**config.mk**
```make
export PLATFORM = sky130hd
export DESIGN_NAME = iox_ctrl_regs
export DESIGN_NICKNAME = d
export VERILOG_FILES = /design/src/rtl/iox_pkg.sv /design/src/rtl/iox_addr_decode.sv /design/src/rtl/iox_window_map.sv /design/src/rtl/iox_fault_store.sv /design/src/rtl/iox_ctrl_regs.sv
export SDC_FILE = /design/constraint.sdc
export NUM_CORES = 1
export LEC_CHECK = 0
export BUFFER_PORTS_ARGS = -buffer_cell sky130_fd_sc_hd__clkbuf_2
export CAP_MARGIN = 10
export CELL_PAD_IN_SITES_DETAIL_PLACEMENT = 1
export CELL_PAD_IN_SITES_GLOBAL_PLACEMENT = 1
export CORE_MARGIN = 8
export CORE_UTILIZATION = 37
export CTS_CLUSTER_DIAMETER = 60
export CTS_CLUSTER_SIZE = 40
export DETAILED_ROUTE_END_ITERATION = 10
export PLACE_DENSITY_LB_ADDON = 0.1
export SYNTH_ARGS = -nofsm -noshare
export SYNTH_HDL_FRONTEND = slang
export SYNTH_SLANG_ARGS = --single-unit
```
**constraint.sdc**
```tcl
create_clock -name clk -period 2.3 [get_ports clk]
set_input_delay 0.115 -clock clk [delete_from_list [all_inputs] [get_ports clk]]
set_output_delay 0.115 -clock clk [all_outputs]
set_load 0.03 [all_outputs]
```
**src/rtl/iox_pkg.sv**
```systemverilog
package iox_pkg;

    localparam int DATA_W = 32;

    // Word addresses (byte offset >> 2)
    localparam int W_CTRL  = 'h000;
    localparam int W_BASE  = 'h001;
    localparam int W_TLBF  = 'h005;
    localparam int W_PGF   = 'h006;
    localparam int W_FSR   = 'h400;
    localparam int W_FAR   = 'h401;
    localparam int W_SLOT0 = 'h404;
    localparam int W_ARB   = 'h800;

    // Masks and fixed values
    localparam logic [DATA_W-1:0] CTRL_KEEP = 32'h0000_001D;
    localparam logic [DATA_W-1:0] CTRL_VER  = 32'h0400_0000;
    localparam logic [DATA_W-1:0] BASE_KEEP = 32'h07FF_FC00;
    localparam logic [DATA_W-1:0] SLOT_KEEP = 32'h0001_0003;
    localparam logic [DATA_W-1:0] ARB_KEEP  = 32'h001F_0000;
    localparam logic [DATA_W-1:0] ARB_ID    = 32'h0000_0008;
    localparam logic [DATA_W-1:0] FLT_WORD  = 32'hC082_0000;
    localparam logic [DATA_W-1:0] FLT_RDBIT = 32'h0004_0000;

    typedef enum logic [3:0] {
        SEL_NONE, SEL_CTRL, SEL_BASE, SEL_TLBF, SEL_PGF,
        SEL_FSR, SEL_FAR, SEL_SLOT, SEL_ARB
    } reg_sel_e;

    typedef struct packed {
        logic              valid;
        logic              is_write;
        logic [DATA_W-1:0] addr;
    } fault_cap_t;

    typedef struct packed {
        logic pa30;
        logic burst8;
        logic bypass;
    } slot_cfg_t;

    // Lowest address of a window that ends at the top of the space
    function automatic logic [DATA_W-1:0] window_start(input logic [2:0] code);
        logic [4:0] sh;
        sh = 5'd24 + {2'b00, code};
        return {DATA_W{1'b1}} << sh;
    endfunction

    function automatic slot_cfg_t slot_fields(input logic [DATA_W-1:0] r);
        slot_cfg_t c;
        c.bypass = r[0];
        c.burst8 = r[1];
        c.pa30   = r[16];
        return c;
    endfunction

endpackage

```
**src/rtl/iox_addr_decode.sv**
```systemverilog
module iox_addr_decode
    import iox_pkg::*;
#(
    parameter int ADDR_W    = 12,
    parameter int NUM_SLOTS = 4,
    localparam int SIW      = (NUM_SLOTS > 1) ? $clog2(NUM_SLOTS) : 1
) (
    input  logic [ADDR_W-1:0] addr,
    output reg_sel_e          sel,
    output logic [SIW-1:0]    slot_idx
);
    localparam logic [ADDR_W-1:0] SLOT_LO = ADDR_W'(W_SLOT0);
    localparam logic [ADDR_W-1:0] SLOT_HI = ADDR_W'(W_SLOT0 + NUM_SLOTS);

    always_comb begin
        sel      = SEL_NONE;
        slot_idx = '0;
        if (addr == ADDR_W'(W_CTRL))      sel = SEL_CTRL;
        else if (addr == ADDR_W'(W_BASE)) sel = SEL_BASE;
        else if (addr == ADDR_W'(W_TLBF)) sel = SEL_TLBF;
        else if (addr == ADDR_W'(W_PGF))  sel = SEL_PGF;
        else if (addr == ADDR_W'(W_FSR))  sel = SEL_FSR;
        else if (addr == ADDR_W'(W_FAR))  sel = SEL_FAR;
        else if (addr == ADDR_W'(W_ARB))  sel = SEL_ARB;
        else if (addr >= SLOT_LO && addr < SLOT_HI) begin
            sel      = SEL_SLOT;
            slot_idx = SIW'(addr - SLOT_LO);
        end
    end
endmodule

```
**src/rtl/iox_window_map.sv**
```systemverilog
module iox_window_map
    import iox_pkg::*;
(
    input  logic              clk,
    input  logic              rst,
    input  logic              wr_en,
    input  logic [DATA_W-1:0] wdata,
    output logic [DATA_W-1:0] ctrl_rd,
    output logic              xlate_en,
    output logic [DATA_W-1:0] win_start
);
    logic [DATA_W-1:0] ctrl_q;

    always_ff @(posedge clk) begin
        if (rst) begin
            ctrl_q    <= '0;
            win_start <= '0;
        end else if (wr_en) begin
            ctrl_q    <= wdata & CTRL_KEEP;
            win_start <= window_start(wdata[4:2]);
        end
    end

    assign ctrl_rd  = ctrl_q | CTRL_VER;
    assign xlate_en = ctrl_q[0];

    AST_EN_FOLLOWS: assert property (@(posedge clk) disable iff (rst)
        $past(wr_en) |-> (xlate_en == $past(wdata[0])));
    AST_WIN_HOLD: assert property (@(posedge clk) disable iff (rst)
        !$past(wr_en) |-> $stable(win_start));
endmodule

```
**src/rtl/iox_fault_store.sv**
```systemverilog
module iox_fault_store
    import iox_pkg::*;
(
    input  logic              clk,
    input  logic              rst,
    input  logic              wr_fsr,
    input  logic              wr_far,
    input  logic [DATA_W-1:0] wdata,
    input  fault_cap_t        cap,
    output logic [DATA_W-1:0] fsr_q,
    output logic [DATA_W-1:0] far_q
);
    always_ff @(posedge clk) begin
        if (rst) begin
            fsr_q <= '0;
            far_q <= '0;
        end else if (cap.valid) begin
            fsr_q <= FLT_WORD | (cap.is_write ? '0 : FLT_RDBIT);
            far_q <= cap.addr;
        end else begin
            if (wr_fsr) fsr_q <= wdata;
            if (wr_far) far_q <= wdata;
        end
    end

    AST_CAP_LOADS: assert property (@(posedge clk) disable iff (rst)
        cap.valid |=> (fsr_q[31] && far_q == $past(cap.addr)));
    AST_CAP_RDFLAG: assert property (@(posedge clk) disable iff (rst)
        cap.valid |=> (fsr_q[18] == !$past(cap.is_write)));
endmodule

```
**src/rtl/iox_ctrl_regs.sv**
```systemverilog
module iox_ctrl_regs
    import iox_pkg::*;
#(
    parameter int ADDR_W    = 12,
    parameter int NUM_SLOTS = 4,
    localparam int SIW      = (NUM_SLOTS > 1) ? $clog2(NUM_SLOTS) : 1
) (
    input  logic                 clk,
    input  logic                 rst,
    input  logic                 bus_wr,
    input  logic                 bus_rd,
    input  logic [ADDR_W-1:0]    bus_addr,
    input  logic [DATA_W-1:0]    bus_wdata,
    output logic [DATA_W-1:0]    bus_rdata,
    input  logic                 cap_valid,
    input  logic                 cap_is_write,
    input  logic [DATA_W-1:0]    cap_addr,
    output logic                 xlate_en,
    output logic [DATA_W-1:0]    win_start,
    output logic [DATA_W-1:0]    pt_base,
    output logic [NUM_SLOTS-1:0] slot_bypass,
    output logic [NUM_SLOTS-1:0] slot_burst8,
    output logic [NUM_SLOTS-1:0] slot_pa30
);
    reg_sel_e          sel;
    logic [SIW-1:0]    slot_idx;
    logic [DATA_W-1:0] ctrl_rd, base_q, tlbf_q, pgf_q, arb_q, fsr_q, far_q;
    logic [DATA_W-1:0] slot_q [NUM_SLOTS];
    logic [DATA_W-1:0] rd_val;
    fault_cap_t        cap;

    iox_addr_decode #(.ADDR_W(ADDR_W), .NUM_SLOTS(NUM_SLOTS)) u_dec (
        .addr(bus_addr), .sel(sel), .slot_idx(slot_idx)
    );

    iox_window_map u_win (
        .clk(clk), .rst(rst),
        .wr_en(bus_wr && sel == SEL_CTRL),
        .wdata(bus_wdata),
        .ctrl_rd(ctrl_rd), .xlate_en(xlate_en), .win_start(win_start)
    );

    assign cap = '{valid: cap_valid, is_write: cap_is_write, addr: cap_addr};

    iox_fault_store u_flt (
        .clk(clk), .rst(rst),
        .wr_fsr(bus_wr && sel == SEL_FSR),
        .wr_far(bus_wr && sel == SEL_FAR),
        .wdata(bus_wdata), .cap(cap),
        .fsr_q(fsr_q), .far_q(far_q)
    );

    always_ff @(posedge clk) begin
        if (rst) begin
            base_q <= '0;
            tlbf_q <= '0;
            pgf_q  <= '0;
            arb_q  <= '0;
        end else if (bus_wr) begin
            case (sel)
                SEL_BASE: base_q <= bus_wdata & BASE_KEEP;
                SEL_TLBF: tlbf_q <= bus_wdata;
                SEL_PGF:  pgf_q  <= bus_wdata;
                SEL_ARB:  arb_q  <= (bus_wdata & ARB_KEEP) | ARB_ID;
                default: ;
            endcase
        end
    end

    for (genvar g = 0; g < NUM_SLOTS; g++) begin : gen_slot
        slot_cfg_t cfg;
        always_ff @(posedge clk) begin
            if (rst)
                slot_q[g] <= '0;
            else if (bus_wr && sel == SEL_SLOT && slot_idx == SIW'(g))
                slot_q[g] <= bus_wdata & SLOT_KEEP;
        end
        assign cfg            = slot_fields(slot_q[g]);
        assign slot_bypass[g] = cfg.bypass;
        assign slot_burst8[g] = cfg.burst8;
        assign slot_pa30[g]   = cfg.pa30;
    end

    assign pt_base = base_q;

    always_comb begin
        case (sel)
            SEL_CTRL: rd_val = ctrl_rd;
            SEL_BASE: rd_val = base_q;
            SEL_TLBF: rd_val = tlbf_q;
            SEL_PGF:  rd_val = pgf_q;
            SEL_FSR:  rd_val = fsr_q;
            SEL_FAR:  rd_val = far_q;
            SEL_SLOT: rd_val = slot_q[slot_idx];
            SEL_ARB:  rd_val = arb_q;
            default:  rd_val = '0;
        endcase
    end

    always_ff @(posedge clk) begin
        if (rst)         bus_rdata <= '0;
        else if (bus_rd) bus_rdata <= rd_val;
    end

    AST_BASE_MASK: assert property (@(posedge clk) disable iff (rst)
        (pt_base & ~BASE_KEEP) == '0);
    AST_ARB_ID: assert property (@(posedge clk) disable iff (rst)
        (arb_q != '0) |-> arb_q[3]);
    AST_RD_HOLD: assert property (@(posedge clk) disable iff (rst)
        !$past(bus_rd) |-> $stable(bus_rdata));
    AST_UNMAPPED_ZERO: assert property (@(posedge clk) disable iff (rst)
        (bus_rd && sel == SEL_NONE) |=> bus_rdata == '0);
endmodule

```
**After elaboration in Yosys (flattened, before gate mapping)**

Memories as Yosys holds them, arrays and structs flattened.
Cells that the tools add are included.

- Flip-flop bits (word level): 219
- Bits in writable memories: 12
- Input bits: 82
- Output and inout bits: 109
- Logic and storage cells: 93
- Memories kept: 1

Memories:

| memory | depth | bits a word | rd ports | clocked after Yosys merged registers in | wr ports | line | RTL |
|---|---|---|---|---|---|---|---|
| slot_q | 4 | 3 | 5 | 0 | 4 | iox_ctrl_regs.sv:28 | `logic [DATA_W-1:0] slot_q [NUM_SLOTS];` |

- Add/subtract/negate cells: 2
- Order comparisons: 2
- Equality and inequality tests: 17
- Shifts and indexed selects: 1
- Mux-type cells: 40
- Bitwise gates (word level): 4
- Reductions and logical operators: 17

Operators by type and width:

| cell | number |
|---|---|
| $pmux W32 S8 | 1 |
| $mux W32 | 4 |
| $shl A32 B5 Y32 const A | 1 |
| $mux W4 | 7 |
| $eq A12 B11 Y1 const B | 2 |
| $eq A12 B3 Y1 const B | 2 |
| $mux W19 | 1 |
| $eq A4 B3 Y1 const B | 4 |
| $mux W2 | 8 |
| $mux W3 | 5 |
| $mux W1 | 14 |
| $eq A12 B1 Y1 const B | 1 |
| $eq A12 B12 Y1 const B | 1 |
| $ge A12 B11 Y1 const B | 1 |
| $logic_not A12 Y1 | 1 |
| $lt A12 B11 Y1 const B | 1 |
| $logic_and A1 B1 Y1 | 9 |
| $eq A4 B2 Y1 const B | 2 |
| $reduce_and A2 Y1 | 4 |
| $add A4 B4 Y5 const A | 1 |
| $eq A2 B2 Y1 const B | 2 |
| $eq A4 B1 Y1 const B | 1 |
| $eq A4 B4 Y1 const B | 1 |
| $or A1 B1 Y1 | 4 |
| 4 further kinds | 5 |

**Depth between registers and ports, before layout**

Gate-level depths: netlist (run 1).

- Depth after elaboration: 17
- Gate-level depth with buffers: 9
- Mapped depth without buffers: 5

**Modules after synthesis**

A second synthesis (run 1) with hierarchy kept.

- Cell total of the unflattened synthesis: 1078
- Area total of the unflattened synthesis: 9769.4 sq um

Modules (own cells, without submodules):

| module | times used | cells an instance | area an instance (sq um) | sequential area each (sq um) |
|---|---|---|---|---|
| iox_ctrl_regs | 1 | 709 | 5901.9 | 2742.6 |
| iox_fault_store | 1 | 248 | 2866.5 | 1281.2 |
| iox_window_map | 1 | 101 | 868.3 | 240.2 |
| iox_addr_decode | 1 | 20 | 132.6 | 0.0 |

**Worst setup path before layout (run 1)**

No wires, ideal clock.

- Path kind: input to register
- Start: in bus_addr[3]
- End: reg u_flt.far_q[10]
- Setup time: 0.128 ns
- Arrival time: 2.050 ns
- Slack: 0.123 ns
- Stages on the path: 8
- Path buffers: 3
- Path through: buf_2 -> or4b_1 -> buf_2 -> nor4_4 -> buf_6 -> mux2_1 -> mux2i_1 -> nor2_1

- Word-level cells in the longest chain between the ends: 13
- Elaborated cells between the ends (all ways): 21
- Classes of those cells: order compare (2); eq/ne (7); mux (8); reduce/logical (4)

RTL lines:

| what | line | RTL |
|---|---|---|
| start: declaration | iox_ctrl_regs.sv:12 | `input logic [ADDR_W-1:0] bus_addr,` |
| $ge A12 B11 Y1 or $lt A12 B11 Y1 (tied branches) | iox_addr_decode.sv:25 | `else if (addr >= SLOT_LO && addr < SLOT_HI) begin` |
| $logic_and A1 B1 Y1 | iox_addr_decode.sv:25 |  |
| $mux W3 | iox_addr_decode.sv:25 |  |
| $mux W4 | iox_addr_decode.sv:24 | `else if (addr == ADDR_W'(W_ARB)) sel = SEL_ARB;` |
| $mux W4 | iox_addr_decode.sv:23 | `else if (addr == ADDR_W'(W_FAR)) sel = SEL_FAR;` |
| $mux W4 | iox_addr_decode.sv:22 | `else if (addr == ADDR_W'(W_FSR)) sel = SEL_FSR;` |
| $mux W4 | iox_addr_decode.sv:21 | `else if (addr == ADDR_W'(W_PGF)) sel = SEL_PGF;` |
| $mux W4 | iox_addr_decode.sv:20 | `else if (addr == ADDR_W'(W_TLBF)) sel = SEL_TLBF;` |
| $mux W4 | iox_addr_decode.sv:19 | `else if (addr == ADDR_W'(W_BASE)) sel = SEL_BASE;` |
| $mux W4 * | iox_addr_decode.sv:18 | `if (addr == ADDR_W'(W_CTRL)) sel = SEL_CTRL;` |
| $eq A4 B3 Y1 * | iox_ctrl_regs.sv:48 | `.wr_far(bus_wr && sel == SEL_FAR),` |
| $logic_and A1 B1 Y1 * | iox_ctrl_regs.sv:48 |  |
| $reduce_bool A2 Y1 (no source line) * | - |  |
| end signal: assignment | iox_fault_store.sv:19 | `far_q <= cap.addr;` |
| end signal: assignment | iox_fault_store.sv:22 | `if (wr_far) far_q <= wdata;` |
| end: declaration | iox_fault_store.sv:11 | `output logic [DATA_W-1:0] far_q` |

Mark *: on every way between the ends. The rest lies on a longest branch, timed or not.
A chain may end at the register's enable or synchronous reset.

**Final worst setup path (run 1)**

- Start: in bus_addr[6]
- End: reg u_flt.far_q[2]

Same word-level chain as after synthesis.

==> impl_metrics.yaml, run 1 <==
final_layout:
  layout_common_cells: "197 x nand2_1, 195 x dfxtp_1, 150 x clkbuf_2"
  nets: 1362
  drive_above_1_share_pct: 21.3
  diodes: 0
  syn_to_final_growth_pct: 28.8
  final_common_cell: "nand2_1"
  finalInstanceArea_mm2: 0.0119
global_routing:
  grt_max_degree: 103
  grtUsageMet1_pct: 27.5
  gr-total-overflow: 0
  grt_usage_pct: 21.4
  grt_pass1_wl_um: 52600
  grt_use_met2_pct: 36.9
  grt_pass1_vias: 9142
  top_usage_layer: "met2"
  antenna_found_initial: 1
  met3_usage_pct: 3.53
synthesis:
  synthCells: 1064
  syn_area_mm2: 0.00920
  synth_edf_count: 12
  synthFlopType: "dfxtp_1"
  yosysSeqAreaShare_pct: 46.3
  yosysWarnings: 0
  ys_types: 57
  avgSynthCellArea_um2: 8.65
  yosys_register_bits: 207
  async_flop_share_pct: 0
timing:
  setup_tns_ps: 0
  slew-limit-headroom_pct: 54.3
  tightestPinTransition_ps: 668
  max_freq_mhz: 480
  post-route-period-util_pct: 90.6
  setup_viol: 0
  maxSlewViolCount: 0
  fin_skew_ps: 17.8
  finalHoldViolCount: 0
  min_period_ps: 2080
  rsz0062_at_grt: "false"
clocking:
  cts_hold_buf: 64
  cts.htree.levels: 1
  cts_root_buffer: "clkbuf_16"
  cts-resized-gates: 0
  clockBufferDepth: 3
  clock_latency_ps: 510
  clock-sinks: 207
  cts_tree: "built"
  numCtsBuffers: 20
  postCtsSetupBuffers: 0
  clkSlewWorstSetupHoldPaths_ps: 60
status:
  outcome: "finished clean"
worst_setup_path:
  r2r_cells: 6
  arrival_ps: 2460
  worstPathMaxFanout: 14
  slowest_stage: "or4_1"
  path_cells: "clkbuf_2 > or4_1 > nor4_4 > buf_4 > nor3b_1 > a21oi_1 > a21oi_1 > dlygate4sd3_1"
  critPathLaunchType: "input port"
  required_ps: 2680
  end_kind: "register"
  crit_type: "input port to register"
  r2r-start: "slot_q[3][2]"
  reg2reg_slack_ps: 580
  critPathMostFrequentCell: "a21oi_1"
  r2r_end: "bus_rdata[16]"
  critPathMaxStageDelay_ps: 700
floorplan:
  dieArea_mm2: 0.0302
  die_x_um: 174
  io_pins: 191
  coreArea_mm2: 0.0244
  die_h_um: 174
  rows: 57
  start_util_pct: 37.7
routing:
  antenna_left: 0
  drt-initial-drc-count: 565
  num_vias: 8619
  routed_wl_um: 33400
  vias_per_cell: 5.33
  drcViolationCount: 0
  routedWlPerCell_um: 20.6
  dr.pass1.iters: 4
power:
  leakage_nw: 4.66
  p_per_area_mw_per_mm2: 677
  ir_worst_vdd_uv: 392
placement:
  hpwlAfterDp_um: 22400
  port_buffers: 151
  gp_congestion: 0.796
  placed_cell_area_mm2: 0.0105
hold_path:
  min_to: "pgf_q[4]"
  min_path_cells: 3
  hold_class: "input port to register"
  hp-start: "bus_wdata[4]"
flow_run:
  max_cap_viol_count: 0
-- cells in the mapped netlist (7+ instances only) --
| cell type | number | area, um^2 |
|---|---|---|
| mux2i_1 | 40 | 400 |
| edfxtp_1 | 12 | 360 |
| a22oi_1 | 58 | 435 |
| nor2_1 | 98 | 368 |
| o22ai_1 | 13 | 81.3 |
| dfxtp_1 | 195 | 3900 |
| nand3_1 | 13 | 65.1 |
| buf_4 | 43 | 323 |
| and2_1 | 12 | 75.1 |
| buf_2 | 19 | 95.1 |
| a221oi_1 | 17 | 149 |
| nor4_1 | 7 | 43.8 |
| nand2_1 | 197 | 739 |
| clkbuf_1 | 57 | 214 |
| a21oi_1 | 118 | 591 |
| o21ai_0 | 24 | 120 |
| inv_1 | 13 | 48.8 |
| mux2_1 | 24 | 270 |
| a32oi_1 | 7 | 61.3 |
| a211oi_1 | 8 | 60.1 |
| mux2_2 | 9 | 101 |
-- report_power, final --
| group | total (W) | leakage [nW] | internal [W] | switching (W) |
|---|---|---|---|---|
| sequential | 0.00370 | 1.69 | 0.00367 | 0.0000337 |
| combinational | 0.000725 | 2.62 | 0.000266 | 0.000459 |
| clock | 0.00359 | 0.347 | 0.00204 | 0.00155 |
-- flip-flops by register name, indices dropped and copies added, names as in the netlist --
register         count
bus_rdata           32
pgf_q               32
tlbf_q              32
u_flt.far_q         32
u_flt.fsr_q         32
pt_base             17
slot_q              12
u_win.win_start      8
arb_q                6
u_win.ctrl_q         4
-- how the worst max path moves through the flow --
stage / startpoint / end / slack [ps] / cells past startpoint
CTS: bus_addr[6] / u_flt.far_q[2] / 240 / 8
global route: bus_addr[6] / u_flt.far_q[2] / 120 / 8
floorplan: bus_addr[3] / u_flt.far_q[10] / 120 / 8
global placement: bus_addr[6] / u_flt.fsr_q[14] / -70 / 8
detailed placement: bus_addr[6] / u_flt.fsr_q[31] / -100 / 7
finish: bus_addr[6] / u_flt.far_q[2] / 220 / 8
-- worst max-delay path, delay by kind of cell --
| family | cells | cell delay (ps) |
|---|---|---|
| and+or+nand+nor | 3 | 1180 |
| buffers and inverters | 3 | 960 |
| AOI/OAI and AO/OA | 2 | 190 |
-- routing by layer --
metal	part of all wire, %	vias to the layer above
li1	-	4106
met1	45	4256
met2	48	213
met3	4.6	42
met4	1.8	2
met5	0.039	-
-- through the flow --
stage	hold slack (ps)	util [%]	cells	setup WS (ps)	total power [W]
finish	20.1	48.6	1618	216	0.00802
global route	27.7	48.6	1618	123	0.00831
CTS	4.04	48.6	1618	240	0.00810
detailed placement	358	43.1	1518	-103	0.00442
global placement	347	43.1	1518	-69.3	0.00442
floorplan	251	-	1102	123	0.00420
-- cell type report --
type	instances	area (um^2)
clock buffer	22	529
clock inverter	14	175
fill	2921	12500
inverter	13	48.8
multi-input combinational	756	4410
sequential	207	4260
tap	324	405
timing repair buffer	282	2030
-- cells by family after synthesis --
kind of cell              Yosys count  share of synthesized area, %
other                               1                        0.0407
AOI/OAI and AO/OA                 276                          19.1
muxes                              75                          8.88
buffers and inverters             139                          7.93
xor gates and xnor gates            1                        0.0952
DFF                               207                          46.3
and+or+nand+nor                   365                          17.6
No activity file was read; power rests on OpenSTA's default activity.
==> run 2, diff against run 1 <==
--- a/config.mk
+++ b/config.mk
@@ -10,9 +10,8 @@
 export CELL_PAD_IN_SITES_DETAIL_PLACEMENT = 1
 export CELL_PAD_IN_SITES_GLOBAL_PLACEMENT = 1
 export CORE_MARGIN = 8
-export CORE_UTILIZATION = 37
+export CORE_UTILIZATION = 41
 export CTS_CLUSTER_DIAMETER = 60
-export CTS_CLUSTER_SIZE = 40
 export DETAILED_ROUTE_END_ITERATION = 10
 export PLACE_DENSITY_LB_ADDON = 0.1
 export SYNTH_ARGS = -nofsm -noshare
==> constraint.sdc (replaced) <==
create_clock -name clk -period 2 [get_ports clk]
set_input_delay 0.1 -clock clk [delete_from_list [all_inputs] [get_ports clk]]
set_output_delay 0.1 -clock clk [all_outputs]
set_load 0.03 [all_outputs]
==> run 2 against run 1 <==
Net effect:
- sequential power is 15% higher
- flip-flop and latch count is the same
- final cell count is 0.62% lower
- combinational power increased by 18%
- highest routed layer is now met4
- clock-buffer cell count is 16 higher
- register-to-register slack worse by 340 ps
==> impl_metrics.yaml, run 2 (synthesis gave the netlist of run 1 again) <==
status:
  outcome: "finished clean"
timing:
  finalHoldViolCount: 0
  rsz0062_at_grt: "true"
  fin_ws_ps: 19.7
  max_freq_mhz: 505
  min_period_ps: 1980
  fin_skew_ps: 28.7
  maxSlewViolCount: 0
  setup_viol: 0
  setup_tns_ps: 0
  slew-limit-headroom_pct: 49.7
  tightestPinTransition_ps: 755
  post-route-period-util_pct: 99.0
worst_setup_path:
  cp_top_family: "simple AND/OR/NAND/NOR gates"
  end_kind: "register"
  critPathMostFrequentCell: "a21oi_1"
  required_ps: 2410
  slowest_stage: "or4_4"
  path_buf_inv: 3
  critPathLaunchType: "input port"
  critPathMaxStageDelay_ps: 610
  path_cells: "clkbuf_2 > or4_4 > nor4_4 > buf_4 > nor3b_1 > a21oi_1 > a21oi_1 > dlygate4sd3_1"
  worstPathMaxFanout: 8
  crit_type: "input port to register"
  arrival_ps: 2390
final_layout:
  syn_to_final_growth_pct: 31.5
  layout_common_cells: "197 x nand2_1, 195 x dfxtp_1, 150 x clkbuf_2"
  diodes: 0
  nets: 1387
  fin_cells: 1608
  final_common_cell: "nand2_1"
  drive_above_1_share_pct: 22.8
  final_core_util_pct: 54.1
routing:
  dr.pass1.iters: 7
  vias_per_cell: 5.46
  antenna_left: 0
  drt-initial-drc-count: 565
  num_vias: 8786
  drcViolationCount: 0
  routed_wl_um: 33500
  routedWlPerCell_um: 20.8
clocking:
  clkSlewWorstSetupHoldPaths_ps: 60
  cts_tree: "built"
  clockBufferDepth: 3
  clock_latency_ps: 530
  numCtsBuffers: 24
  clock-sinks: 207
  cts.htree.levels: 1
  cts_root_buffer: "clkbuf_16"
placement:
  port_buffers: 151
  dp_slack_ps: -208
  hpwlAfterDp_um: 22800
  gp_congestion: 0.843
  dp_cells: 1495
floorplan:
  rows: 55
  io_pins: 191
  start_util_pct: 41.2
  dieArea_mm2: 0.0275
  coreArea_mm2: 0.0224
  die_x_um: 166
  die_h_um: 166
global_routing:
  antenna_found_initial: 0
  gr-total-overflow: 0
  grt_pass1_wl_um: 53700
  grt_usage_pct: 23.8
  grt_max_degree: 69
  grt_pass1_vias: 9459
power:
  p_per_area_mw_per_mm2: 791
  ir_worst_vdd_uv: 604
  leakage_nw: 4.82
flow_run:
  max_cap_viol_count: 0
hold_path:
  hold_class: "input port to register"
run 2: changes by cell type in the layout (fill, tap and decap cells not counted), sizes merged:
| cell | previous run | this run |
|---|---|---|
| dlygate4sd3 | 64 | 69 |
| bufinv | 3 | 1 |
| clkinv | 7 | 3 |
| clkbuf | 172 | 188 |
| clkinvlp | 1 | 0 |
| inv | 16 | 15 |
| buf | 68 | 84 |
run 2: cell type report:
class | count | area [um^2]
inverter | 13 | 48.8
multi-input combinational | 756 | 4430
clock inverter | 6 | 71.3
clock buffer | 38 | 733
sequential | 207 | 4260
timing repair buffer | 303 | 2200
tap | 285 | 357
fill | 2642 | 10300
run 2: through the flow:
stage / cell area (um^2) / hold slack, ps / total power [W]
2_1_floorplan: 9390 / 236 / 0.00483
3_3_place_gp: 10600 / 334 / 0.00509
3_5_place_dp: 10600 / 345 / 0.00510
4_1_cts: 12100 / 38.6 / 0.00965
5_1_grt: 12100 / 75.7 / 0.00990
6_report: 12100 / 52.9 / 0.00957
run 2: worst register-to-register path, cell delays in order (launching register included):
cell,delay (ps)
edfxtp_1,420
mux4_2,490
a22o_1,210
a222oi_1,360
a211oi_1,130
run 2: path summary, 6_finish.rpt:
kind	startpoint	to	depth (start not counted)	slack (ps)
max	bus_addr[6]	u_flt.far_q[2]	8	20
min	bus_wr	arb_q[17]	4	50
max reg2reg	slot_q[1][0]	bus_rdata[0]	4	240
min reg2reg	u_win.win_start[31]	u_win.win_start[31]	2	450
run 2: report_power, final:
part / internal, W / switching, W
combinational: 0.000323 / 0.000535
sequential: 0.00423 / 0.0000382
clock: 0.00265 / 0.00180
total: 0.00720 / 0.00237
run 2: timing repair:
action,CTS,global route
gates resized for setup,0,1
hold buffers,69,0
endpoints found under the hold margin,151,0
buffers inserted,0,0
setup endpoints to repair,0,2
run 2: per-layer routing:
metal	track usage, %	share of wire (%)	vias up
met3	3.99	4.8	52
met2	42.5	50	246
met4	6.21	2.3	0
li1	-	-	4156
met5	0	0	-
met1	29.3	43	4332
